`src/rtl/chain_trig_pkg.sv`:
```
package chain_trig_pkg;
    localparam int CNT_W = 8;
    localparam int CH_W  = 6;
    localparam int TOT_W = 2 * CNT_W;

    typedef logic [CNT_W-1:0] cnt_t;
    typedef logic [TOT_W-1:0] tot_t;
    typedef logic [CH_W-1:0]  ch_t;

    typedef enum logic {
        SYNC_ARRAY = 1'b0,
        SYNC_FRAME = 1'b1
    } sync_mode_e;

    typedef struct packed {
        logic fire;
        ch_t  ch;
    } chain_evt_t;

    function automatic tot_t block_reqs(input cnt_t arrays, input cnt_t frames,
                                        input sync_mode_e mode);
        tot_t prod;
        prod = tot_t'(arrays) * tot_t'(frames);
        return (mode == SYNC_FRAME) ? tot_t'(frames) : prod;
    endfunction

    function automatic logic chain_wanted(input logic is_last, input logic fin_en,
                                          input logic mid_en);
        return is_last ? fin_en : mid_en;
    endfunction
endpackage

```
`src/rtl/cct_issue.sv`:
```
module cct_issue
    import chain_trig_pkg::*;
(
    input  logic clk,
    input  logic rst,
    input  logic sync_evt,
    input  logic req_ready,
    input  tot_t total,
    input  logic clear,
    output logic req_valid,
    output logic req_last,
    output logic hs,
    output logic hs_last
);
    tot_t issued;

    assign req_last = (issued == total - tot_t'(1));
    assign hs       = req_valid && req_ready;
    assign hs_last  = hs && req_last;

    always_ff @(posedge clk) begin
        if (rst) begin
            issued    <= '0;
            req_valid <= 1'b0;
        end else begin
            if (clear)
                issued <= '0;
            else if (hs)
                issued <= issued + tot_t'(1);

            if (hs)
                req_valid <= 1'b0;
            else if (sync_evt && !req_valid && !clear && (issued < total))
                req_valid <= 1'b1;
        end
    end
endmodule

```
`src/rtl/cct_track.sv`:
```
module cct_track
    import chain_trig_pkg::*;
(
    input  logic clk,
    input  logic rst,
    input  logic hs,
    input  logic cpl_strobe,
    input  tot_t total,
    output logic cpl_ok,
    output logic cpl_last
);
    tot_t outstanding;
    tot_t completed;

    assign cpl_ok   = cpl_strobe && (outstanding != '0);
    assign cpl_last = cpl_ok && (completed == total - tot_t'(1));

    always_ff @(posedge clk) begin
        if (rst) begin
            outstanding <= '0;
            completed   <= '0;
        end else begin
            case ({hs, cpl_ok})
                2'b10:   outstanding <= outstanding + tot_t'(1);
                2'b01:   outstanding <= outstanding - tot_t'(1);
                default: outstanding <= outstanding;
            endcase
            if (cpl_last)
                completed <= '0;
            else if (cpl_ok)
                completed <= completed + tot_t'(1);
        end
    end
endmodule

```
`src/rtl/cct_chain.sv`:
```
module cct_chain
    import chain_trig_pkg::*;
(
    input  logic clk,
    input  logic rst,
    input  logic early_cpl,
    input  logic fin_en,
    input  logic mid_en,
    input  logic hs,
    input  logic hs_last,
    input  logic cpl_ok,
    input  logic cpl_last,
    input  ch_t  target,
    output chain_evt_t evt,
    output logic done
);
    logic fire_d;

    always_comb begin
        if (early_cpl)
            fire_d = hs && chain_wanted(hs_last, fin_en, mid_en);
        else
            fire_d = cpl_ok && chain_wanted(cpl_last, fin_en, mid_en);
    end

    always_ff @(posedge clk) begin
        if (rst) begin
            evt  <= '0;
            done <= 1'b0;
        end else begin
            evt.fire <= fire_d;
            evt.ch   <= fire_d ? target : evt.ch;
            done     <= cpl_last;
        end
    end
endmodule

```
`src/rtl/chain_trig_seq.sv`:
```
module chain_trig_seq
    import chain_trig_pkg::*;
(
    input  logic            clk,
    input  logic            rst,
    input  logic [CNT_W-1:0] n_arrays,
    input  logic [CNT_W-1:0] n_frames,
    input  logic            sync_mode,
    input  logic            chain_final_en,
    input  logic            chain_mid_en,
    input  logic            early_cpl,
    input  logic [CH_W-1:0] target_ch,
    input  logic            sync_evt,
    output logic            req_valid,
    input  logic            req_ready,
    output logic            req_last,
    input  logic            cpl_strobe,
    output logic            chain_pulse,
    output logic [CH_W-1:0] chain_ch,
    output logic            done
);
    tot_t       total;
    logic       hs, hs_last, cpl_ok, cpl_last;
    chain_evt_t evt;

    assign total = block_reqs(n_arrays, n_frames, sync_mode_e'(sync_mode));

    cct_issue u_issue (
        .clk(clk), .rst(rst), .sync_evt(sync_evt), .req_ready(req_ready),
        .total(total), .clear(cpl_last), .req_valid(req_valid),
        .req_last(req_last), .hs(hs), .hs_last(hs_last)
    );

    cct_track u_track (
        .clk(clk), .rst(rst), .hs(hs), .cpl_strobe(cpl_strobe),
        .total(total), .cpl_ok(cpl_ok), .cpl_last(cpl_last)
    );

    cct_chain u_chain (
        .clk(clk), .rst(rst), .early_cpl(early_cpl), .fin_en(chain_final_en),
        .mid_en(chain_mid_en), .hs(hs), .hs_last(hs_last), .cpl_ok(cpl_ok),
        .cpl_last(cpl_last), .target(target_ch), .evt(evt), .done(done)
    );

    assign chain_pulse = evt.fire;
    assign chain_ch    = evt.ch;
endmodule

```
`config.mk`:
```
export PLATFORM = sky130hd
export DESIGN_NAME = chain_trig_seq
export DESIGN_NICKNAME = d
export VERILOG_FILES = /design/src/rtl/chain_trig_pkg.sv /design/src/rtl/cct_issue.sv /design/src/rtl/cct_track.sv /design/src/rtl/cct_chain.sv /design/src/rtl/chain_trig_seq.sv
export SDC_FILE = /design/constraint.sdc
export NUM_CORES = 1
export LEC_CHECK = 0
export ABC_AREA = 1
export BUFFER_PORTS_ARGS = -buffer_cell sky130_fd_sc_hd__buf_2
export CORE_ASPECT_RATIO = 1.5
export CORE_MARGIN = 4
export CORE_UTILIZATION = 45
export CTS_CLUSTER_SIZE = 24
export DETAILED_ROUTE_END_ITERATION = 12
export PLACE_DENSITY_LB_ADDON = 0.12
export REMOVE_ABC_BUFFERS = 1
export SETUP_SLACK_MARGIN = 0.1
export SYNTH_ARGS = -nofsm -noshare
export SYNTH_HDL_FRONTEND = slang
export SYNTH_SLANG_ARGS = --single-unit
```
`constraint.sdc`:
```
create_clock -name clk -period 6.7 [get_ports clk]
set_clock_uncertainty 0.05 [all_clocks]
set_input_delay 0.335 -clock clk [delete_from_list [all_inputs] [get_ports clk]]
set_output_delay 0.335 -clock clk [all_outputs]
set_load 0.02 [all_outputs]
```
# [Word-level counts from Yosys, hierarchy flattened]
# Cells that the tools add are included.
# W data, S select, Z words.
[word_totals] wordCells=38 register_bits=57 input_bits=31 output_inout_bits=10
[classes] reduce_logical=15 add_sub_neg=5 eq_ne=4 n_mux=5 order_cmp=1 multipliers=1
[ops] op="$add A16 B1 Y16 const B" n=3
[ops] op="$eq A16 B16 Y1" n=2
[ops] op="$pmux W16 S2" n=1
[ops] op="$sub A16 B1 Y16 const B" n=2
[ops] op="$lt A16 B16 Y1" n=1
[ops] op="$mul A8 B8 Y16" n=1
[ops] op="$mux W16" n=1
[ops] op="$reduce_bool A16 Y1" n=1
[ops] op="$logic_and A1 B1 Y1" n=9
[ops] op="$reduce_or A2 Y1" n=2
[ops] op="$mux W1" n=3
[ops] op="$eq A2 B1 Y1 const B" n=1
[ops] op="$eq A2 B2 Y1 const B" n=1
[ops] op="$logic_not A1 Y1" n=2
[ops] op="$reduce_bool A2 Y1" n=1

# [Longest topological paths before layout]
# Gate-level depths: netlist of the first run.
[logic_depth] depth_word=8 ltp_mapped=33 depth_no_buf=31

# [Modules after synthesis]
# From an unflattened synthesis of the first run, not the netlist that was laid out.
[hier_totals] cells_unflattened=1273 area_unflattened_um2=7828.8
[modules_own_cells] module="cct_track" n_inst=1 seq_area_each_um2=640.6 area_per_inst_um2=3128.0 cells_per_inst=519
[modules_own_cells] module="chain_trig_seq" n_inst=1 seq_area_each_um2=0.0 area_per_inst_um2=2529.9 cells_per_inst=414
[modules_own_cells] module="cct_issue" n_inst=1 seq_area_each_um2=340.3 area_per_inst_um2=1774.2 cells_per_inst=284
[modules_own_cells] module="cct_chain" n_inst=1 seq_area_each_um2=160.2 area_per_inst_um2=396.6 cells_per_inst=56

# [Worst setup path before layout of the first run]
# No wires, ideal clock.
[synth_path] path_type="input to output" startpoint="in n_frames[7]" endpoint="out req_last" path_stages=21 path_buffers=1 arrival_ps=5010 required_ps=6315 path_slack_ps=1305 path_cell_list="clkbuf_1 > nand2_1 > fa_1 > fa_1 > fa_1 > fa_1 > inv_1 > ha_1 > a21oi_1 > nor2_1 > nor2_1 > nand3b_1 > nand3_1 > nand2_1 > nor2_1 > nand2_1 > nand2_1 > nand2_1 > nand2_1 > nand2_1 > nor4_1"
[synth_between] elab_chain_len=4
[synth_lines] element="start: declaration" line_no="chain_trig_seq.sv:7" rtl="input logic [CNT_W-1:0] n_frames,"
[synth_lines] element="$mul A8 B8 Y16" line_no="chain_trig_pkg.sv:23" rtl="prod = tot_t'(arrays) * tot_t'(frames);"
[synth_lines] element="$mux W16 *" line_no="chain_trig_pkg.sv:24" rtl="return (mode == SYNC_FRAME) ? tot_t'(frames) : prod;"
[synth_lines] element="$sub A16 B1 Y16 *" line_no="cct_issue.sv:17" rtl="assign req_last = (issued == total - tot_t'(1));"
[synth_lines] element="$eq A16 B16 Y1 *" line_no="cct_issue.sv:17"
[synth_lines] element="end: declaration" line_no="chain_trig_seq.sv:16" rtl="output logic req_last,"
# Every way passes the cells marked *; elsewhere a longest branch is shown, timed or not.

# [Worst setup path in the final report of the first run]
[layout_path] startpoint="in n_arrays[0]" endpoint="out req_last"
[layout_between] elab_chain_len=4
[layout_lines] element="start: declaration" line_no="chain_trig_seq.sv:6" rtl="input logic [CNT_W-1:0] n_arrays,"
[layout_lines] element="$mul A8 B8 Y16" line_no="chain_trig_pkg.sv:23"
[layout_lines] element="$mux W16" line_no="chain_trig_pkg.sv:24"
[layout_lines] element="$sub A16 B1 Y16" line_no="cct_issue.sv:17"
[layout_lines] element="$eq A16 B16 Y1" line_no="cct_issue.sv:17"
# No other way between the ends.

==> results of run 1 <==
-- routing by layer --
layer  up-vias  GRT usage, %
met4         0         5.502
met3        19         1.649
li1       3467             -
met1      2920         22.07
met5         -             0
met2        83         36.80
-- through the flow --
step	power, mW	cell area, sq um
2_1_floorplan	1.321	6823
3_5_place_dp	1.565	7279
5_1_grt	2.205	7555
4_1_cts	1.996	7555
3_3_place_gp	1.566	7279
6_report	1.974	7555
-- tightest hold or removal path: cells and delay by family --
family / cells / cell delay, ps
compound gates: 1 / 30
buf+inv: 1 / 70
simple gates: 1 / 80
-- synthesized netlist by cell type, drive strengths merged (13+ instances only) --
master  instances
xor2           16
o21ai          30
inv           211
nor2          109
nand3         124
nor3           16
buf            13
fa             37
a21oi          50
nand2         291
ha             70
clkbuf         17
dfxtp          57
-- cell families after synthesis --
| family | share of synthesized area (%) |
|---|---|
| XOR/XNOR | 3.139 |
| AND/OR/NAND/NOR | 35.91 |
| flip-flops | 16.36 |
| AO/OA/AOI/OAI | 7.874 |
| adder cells (fa/ha/maj) | 23.17 |
| buffers and inverters | 13.54 |
-- flip-flops by register name, summed over array words and instances, names as in the netlist --
| name | count |
|---|---|
| u_chain.done | 1 |
| u_issue.req_valid | 1 |
| u_track.completed | 16 |
| u_track.outstanding | 16 |
| u_issue.issued | 16 |
| u_chain.evt | 7 |
-- final timing paths --
kind / from / to / slack (ps) / cells after the start
min reg2reg: u_issue.req_valid$_SDFFE_PP0P_ / u_issue.req_valid$_SDFFE_PP0P_ / 420 / 2
max reg2reg: u_track.outstanding[6]$_SDFFE_PP0P_ / u_track.outstanding[15]$_SDFFE_PP0P_ / 2340 / 23
max: n_arrays[0] / req_last / 1210 / 23
min: target_ch[0] / u_chain.evt[0]$_SDFFE_PP0P_ / 180 / 3
-- power by group --
part | total [mW] | switching, mW | internal (mW)
clock network | 0.417 | 0.149 | 0.268
logic | 1.17 | 0.761 | 0.410
registers | 0.386 | 0.0189 | 0.367
total | 1.97 | 0.929 | 1.05
-- area by class of cell --
cell class / count / area (sq um)
Inverter: 211 / 792.0
Sequential cell: 57 / 1141
Tap cell: 199 / 249.0
Clock buffer: 13 / 260.3
Multi-Input combinational cell: 794 / 4890
Timing Repair Buffer: 41 / 207.7
Fill cell: 1619 / 7585
Clock inverter: 3 / 15.01
==> run metrics, run 1 <==
status=complete, no violations; Slew Viols, Final=0; average size of a mapped cell=6.388 sq um; WP data arrival=5100 ps; CTS tree=yes; Initial DRC Count=334; Ys Warns=0; vias=6,489; number of synthesized flops with an enable pin=0; Crit. End Element=output pin; Top-Level Pins=41; die outline height=160.5 microns; vias in the first global route=6,335; global route overflow=0; top routing layer used=met4; fin util=49.90%; relative slew slack=50.49%; CP max stage cell=fa_1; CP bufs+invs=4; later-pin clock latency in the skew report=320 ps; DRT met1 WL=6894 microns; Mapped Cells=1,092; crit share post-route=81.94%; Starting Density=46.07%; final wirelength=16,260 microns; met3 wire length=365 microns; commonest non-fill, non-tap cells in the layout=281 x nand2_1, 206 x inv_1, 112 x nand3_1, 97 x nor2_1, 70 x ha_1; power density cells=261.3 nW/um^2; Yosys top cell by area=dfxtp_1; DRT antenna net count=0; Synth top area share=16.36%; cell mode on critical path=nand2_1; ys async rst share=0%; gpl congestion=0.9048; DRC violations left=0; Synth cell types=39; CP max FO=8; RSZ-0062 raised after global routing=false; Max Cap Violations=0; Lkg Pwr=4.090 nW; cts hold-fix bufs=0; WL/cell=12.34 microns; met2 WL=8695 microns; worst endpoint required time=6310 ps; Mapped Area=6975 sq um; Syn-to-layout area delta=8.305%; die area=17,600 sq um; diode count=0; CTS H-Tree Depth=3; commonest non-fill, non-tap cell in the layout=nand2_1; initial antenna violation count=0; # nets final=1,252; share of layout cells above drive strength 1=8.668%; largest net degree at the start of global routing=33; Worst-path clk slew=50 ps; Core Rows=55; max incr delay on CP=550 ps; width of the die=109.7 microns; Placement Setup Slack=1034 ps; CTS-repair resized insts=0; CP Class=in -> out; post-CTS setup buffer count=0; Hold Vio Cnt, Final=0; worst hold path type=in -> reg; clk buf depth=2; vias per inst=4.923; Top FF cell, synth=dfxtp_1; gr usage total=19.24%; FF+latch count, synth=57; cts bufs inserted=9; final hold slack=183.5 ps; CP cell instances=buf_2, nand2_1, fa_1, fa_1, fa_1, fa_1, inv_1, ha_1, nand2_1, inv_1, nand3_1, nand2_1, nand2_1, nand3_1, nand2_1, nor2_2, nand2_1, nand3_1, nand2_1, nor3_1, nand3_1, nor4_1, buf_2; crit-path leading delay family=adder cells; setup TNS=0 ps; placed insts=1,302; first-pass GRT wire length=27,790 microns; Setup Viol. Count Final=0; VDD IR-drop max=0.2281 mV; core footprint=15,140 sq um; Final WS setup=1210 ps; post-DP HPWL=13,720 microns; port bufs=40; TritonRoute pass-1 iters=4; Seq/Total Area, Yosys=16.36%; fin cells=1,318; critical path startpoint category=input pin; synth top area cells=dfxtp_1 16%, nand2_1 15%, ha_1 13%, inv_1 11%, fa_1 11%; worst slew pin tran=735.8 ps; CTS Root Cell=clkbuf_16; fmax=182.2 MHz; Sink Count=57; fin crit period=5490 ps
Note: power is estimated with default switching activity, not from simulation.
==> inputs of run 2 (changes only) <==
--- a/config.mk
+++ b/config.mk
@@ -5,7 +5,7 @@
 export SDC_FILE = /design/constraint.sdc
 export NUM_CORES = 1
 export LEC_CHECK = 0
-export ABC_AREA = 1
+export ABC_AREA = 0
 export BUFFER_PORTS_ARGS = -buffer_cell sky130_fd_sc_hd__buf_2
 export CORE_ASPECT_RATIO = 1.5
 export CORE_MARGIN = 4
==> constraint.sdc (replaced) <==
create_clock -name clk -period 4.53 [get_ports clk]
set_clock_uncertainty 0.05 [all_clocks]
set_input_delay 0.2265 -clock clk [delete_from_list [all_inputs] [get_ports clk]]
set_output_delay 0.2265 -clock clk [all_outputs]
set_load 0.02 [all_outputs]
==> run 2 against run 1 <==
Compared with the run above:
- the flow now finishes with violations (negative setup slack)
- sequential power is 76% higher
- non-clock buffer count is 117 higher
- first-iteration DRC count is 54% lower
- register-to-register slack worse by 1900 ps
- area after synthesis is 5.2% lower
- hold slack worse by 69 ps
- combinational power grew to 3.0 times the previous value
- routed wire length is 6.7% higher
- largest cell class unchanged
- largest power group unchanged
==> run metrics, run 2 <==
# nets final=1,068; Yosys top cell by area=dfxtp_1; status=finished with violations; largest net degree at the start of global routing=35; Filler Cells Inserted=1,312; Setup Viol. Count Final=42; RSZ-0062 raised after global routing=true; most frequent cell after synthesis=inv_1; Sink Count=57; crit share post-route=121.9%; flop-to-flop setup slack=440 ps; commonest non-fill, non-tap cell in the layout=buf_4; gpl congestion=0.8867; Starting Density=45.74%; Top FF cell, synth=dfxtp_1; synth top area cells=dfxtp_1 17%, ha_1 13%, fa_1 11%, xnor2_1 6.4%, xor2_1 4.6%; Synth cell types=82; Mapped Area=6614 sq um; final wirelength=17,340 microns; ys async rst share=0%; share of layout cells above drive strength 1=31.87%; Worst-path clk slew=50 ps; reg2reg start=u_track.outstanding[5]$_SDFFE_PP0P_; Final Instance Area=8915 sq um; setup TNS=-39,190 ps; post-DP HPWL=13,220 microns; Syn-to-layout area delta=34.79%; cts bufs inserted=9; first-pass GRT wire length=28,080 microns; Area after DPL=7677 sq um; die outline height=156.5 microns; commonest non-fill, non-tap cells in the layout=100 x buf_4, 68 x inv_1, 62 x ha_1, 57 x dfxtp_1, 53 x nand2_1; Placement Setup Slack=-1765 ps; power density cells=535.0 nW/um^2; vias=6,028; Lkg Pwr=3.906 nW; gr usage total=20.50%; vias in the first global route=6,213; final hold slack=114.6 ps; Synth top area share=17.25%; worst slew pin tran=980.3 ps; Slew Viols, Final=0; Seq/Total Area, Yosys=17.25%; fmax=181.0 MHz; Ys Warns=0; number of synthesized flops with an enable pin=0; worst hold path type=in -> reg; Initial DRC Count=153; TritonRoute pass-1 iters=6; clk buf depth=2; top flop regs=u_issue.issued x16, u_track.completed x16, u_track.outstanding x16; VDD IR-drop max=0.4149 mV; port bufs=40; total power=4.770 mW; fin crit period=5524 ps; core footprint=14,460 sq um; CP Class=in -> reg; fin util=61.66%; fin cells=1,131; diode count=0; Worst Setup EP=u_chain.evt[4]$_SDFFE_PP0P_; DRT antenna net count=0; Top-Level Pins=41; Hold Vio Cnt, Final=0; worst endpoint required time=4730 ps; average size of a mapped cell=8.372 sq um; CTS tree=yes; CP max FO=7; reg2reg end=u_track.outstanding[15]$_SDFFE_PP0P_; vias per inst=5.330; initial antenna violation count=0; critical path startpoint category=input pin; Max Cap Violations=0; crit path launch=n_frames[3]; global route overflow=0; width of the die=107.0 microns; Mapped Cells=790; Final WS setup=-993.6 ps; later-pin clock latency in the skew report=330 ps; Seq. cell area=1141 sq um; multi-input logic area=5655 sq um; cts hold-fix bufs=0; WL/cell=15.33 microns; Crit. End Element=register; FF+latch count, synth=57; WP data arrival=5730 ps; DRC violations left=0; CTS Root Cell=clkbuf_16; Core Rows=54; Post-synth top cells=76 x inv_1, 74 x nor2_1, 70 x ha_1; die area=16,740 sq um; reg2reg path depth=17; relative slew slack=34.65%; placed insts=1,097; failing checks=negative setup slack; CTS H-Tree Depth=3
run 2: worst min-delay path by stage:
stage / cells after the start / slack (ps) / endpoint / startpoint
6_report: 3 / 110 / u_chain.evt[5]$_SDFFE_PP0P_ / target_ch[5]
5_1_grt: 3 / 130 / u_chain.evt[2]$_SDFFE_PP0P_ / target_ch[2]
4_1_cts: 3 / 110 / u_chain.evt[5]$_SDFFE_PP0P_ / target_ch[5]
3_5_place_dp: 2 / 420 / u_chain.evt[1]$_SDFFE_PP0P_ / u_chain.evt[1]$_SDFFE_PP0P_
3_3_place_gp: 2 / 410 / u_chain.evt[5]$_SDFFE_PP0P_ / u_chain.evt[5]$_SDFFE_PP0P_
2_1_floorplan: 1 / 250 / u_chain.done$_SDFF_PP0_ / rst
run 2: layout make-up:
cell class	count	share of cell area, %
sequential	57	12.80
multi-input combinational	627	63.44
timing repair buffer	158	14.68
tap	196	2.751
clock inverter	3	0.1684
inverter	77	3.242
clock buffer	13	2.919
run 2: logic make-up (layout without fill, tap and decap cells):
kind of cell,Yosys count,after routing,share of synthesized area (%)
adder cells (fa/ha/maj),107,107,24.44
AO/OA/AOI/OAI,117,117,13.00
multiplexers,17,17,2.781
XOR/XNOR,86,86,12.01
AND/OR/NAND/NOR,300,300,23.95
flip-flops,57,57,17.25
buffers and inverters,106,251,6.564
run 2: power breakdown:
group | total [mW] | switching, mW | internal (mW)
Combinational | 3.47 | 1.73 | 1.74
Sequential | 0.681 | 0.0914 | 0.589
Clock | 0.622 | 0.226 | 0.396
run 2: critical path, stage by stage:
cell	delay [ps]
buf_6	110
buf_4	130
buf_4	140
and2_1	160
ha_2	190
fa_1	480
ha_1	320
fa_2	570
fa_2	460
nor3_1	300
o221ai_2	180
buf_4	180
a221oi_1	260
and4_1	270
o221a_2	190
nand4_1	100
a2111oi_2	350
nand4_1	220
mux2i_2	220
a311oi_4	280
buf_6	180
mux2i_1	190
run 2: what timing repair did:
| item | CTS | global route |
|---|---|---|
| gates resized for setup | 107 | 88 |
| setup endpoints to repair | 42 | 45 |
| buffers inserted | 11 | 4 |
| gates cloned | 0 | 3 |
| pin swaps | 72 | 29 |
run 2: per-layer routing:
metal	part of all wire (%)	vias to the layer above	wire length, microns	global-route usage, %
li1	-	2956	-	-
met1	39	2922	6693	22.22
met2	56	114	9727	39.94
met3	2.4	36	422	2.270
met4	2.9	0	500	8.105
met5	0	-	0	0
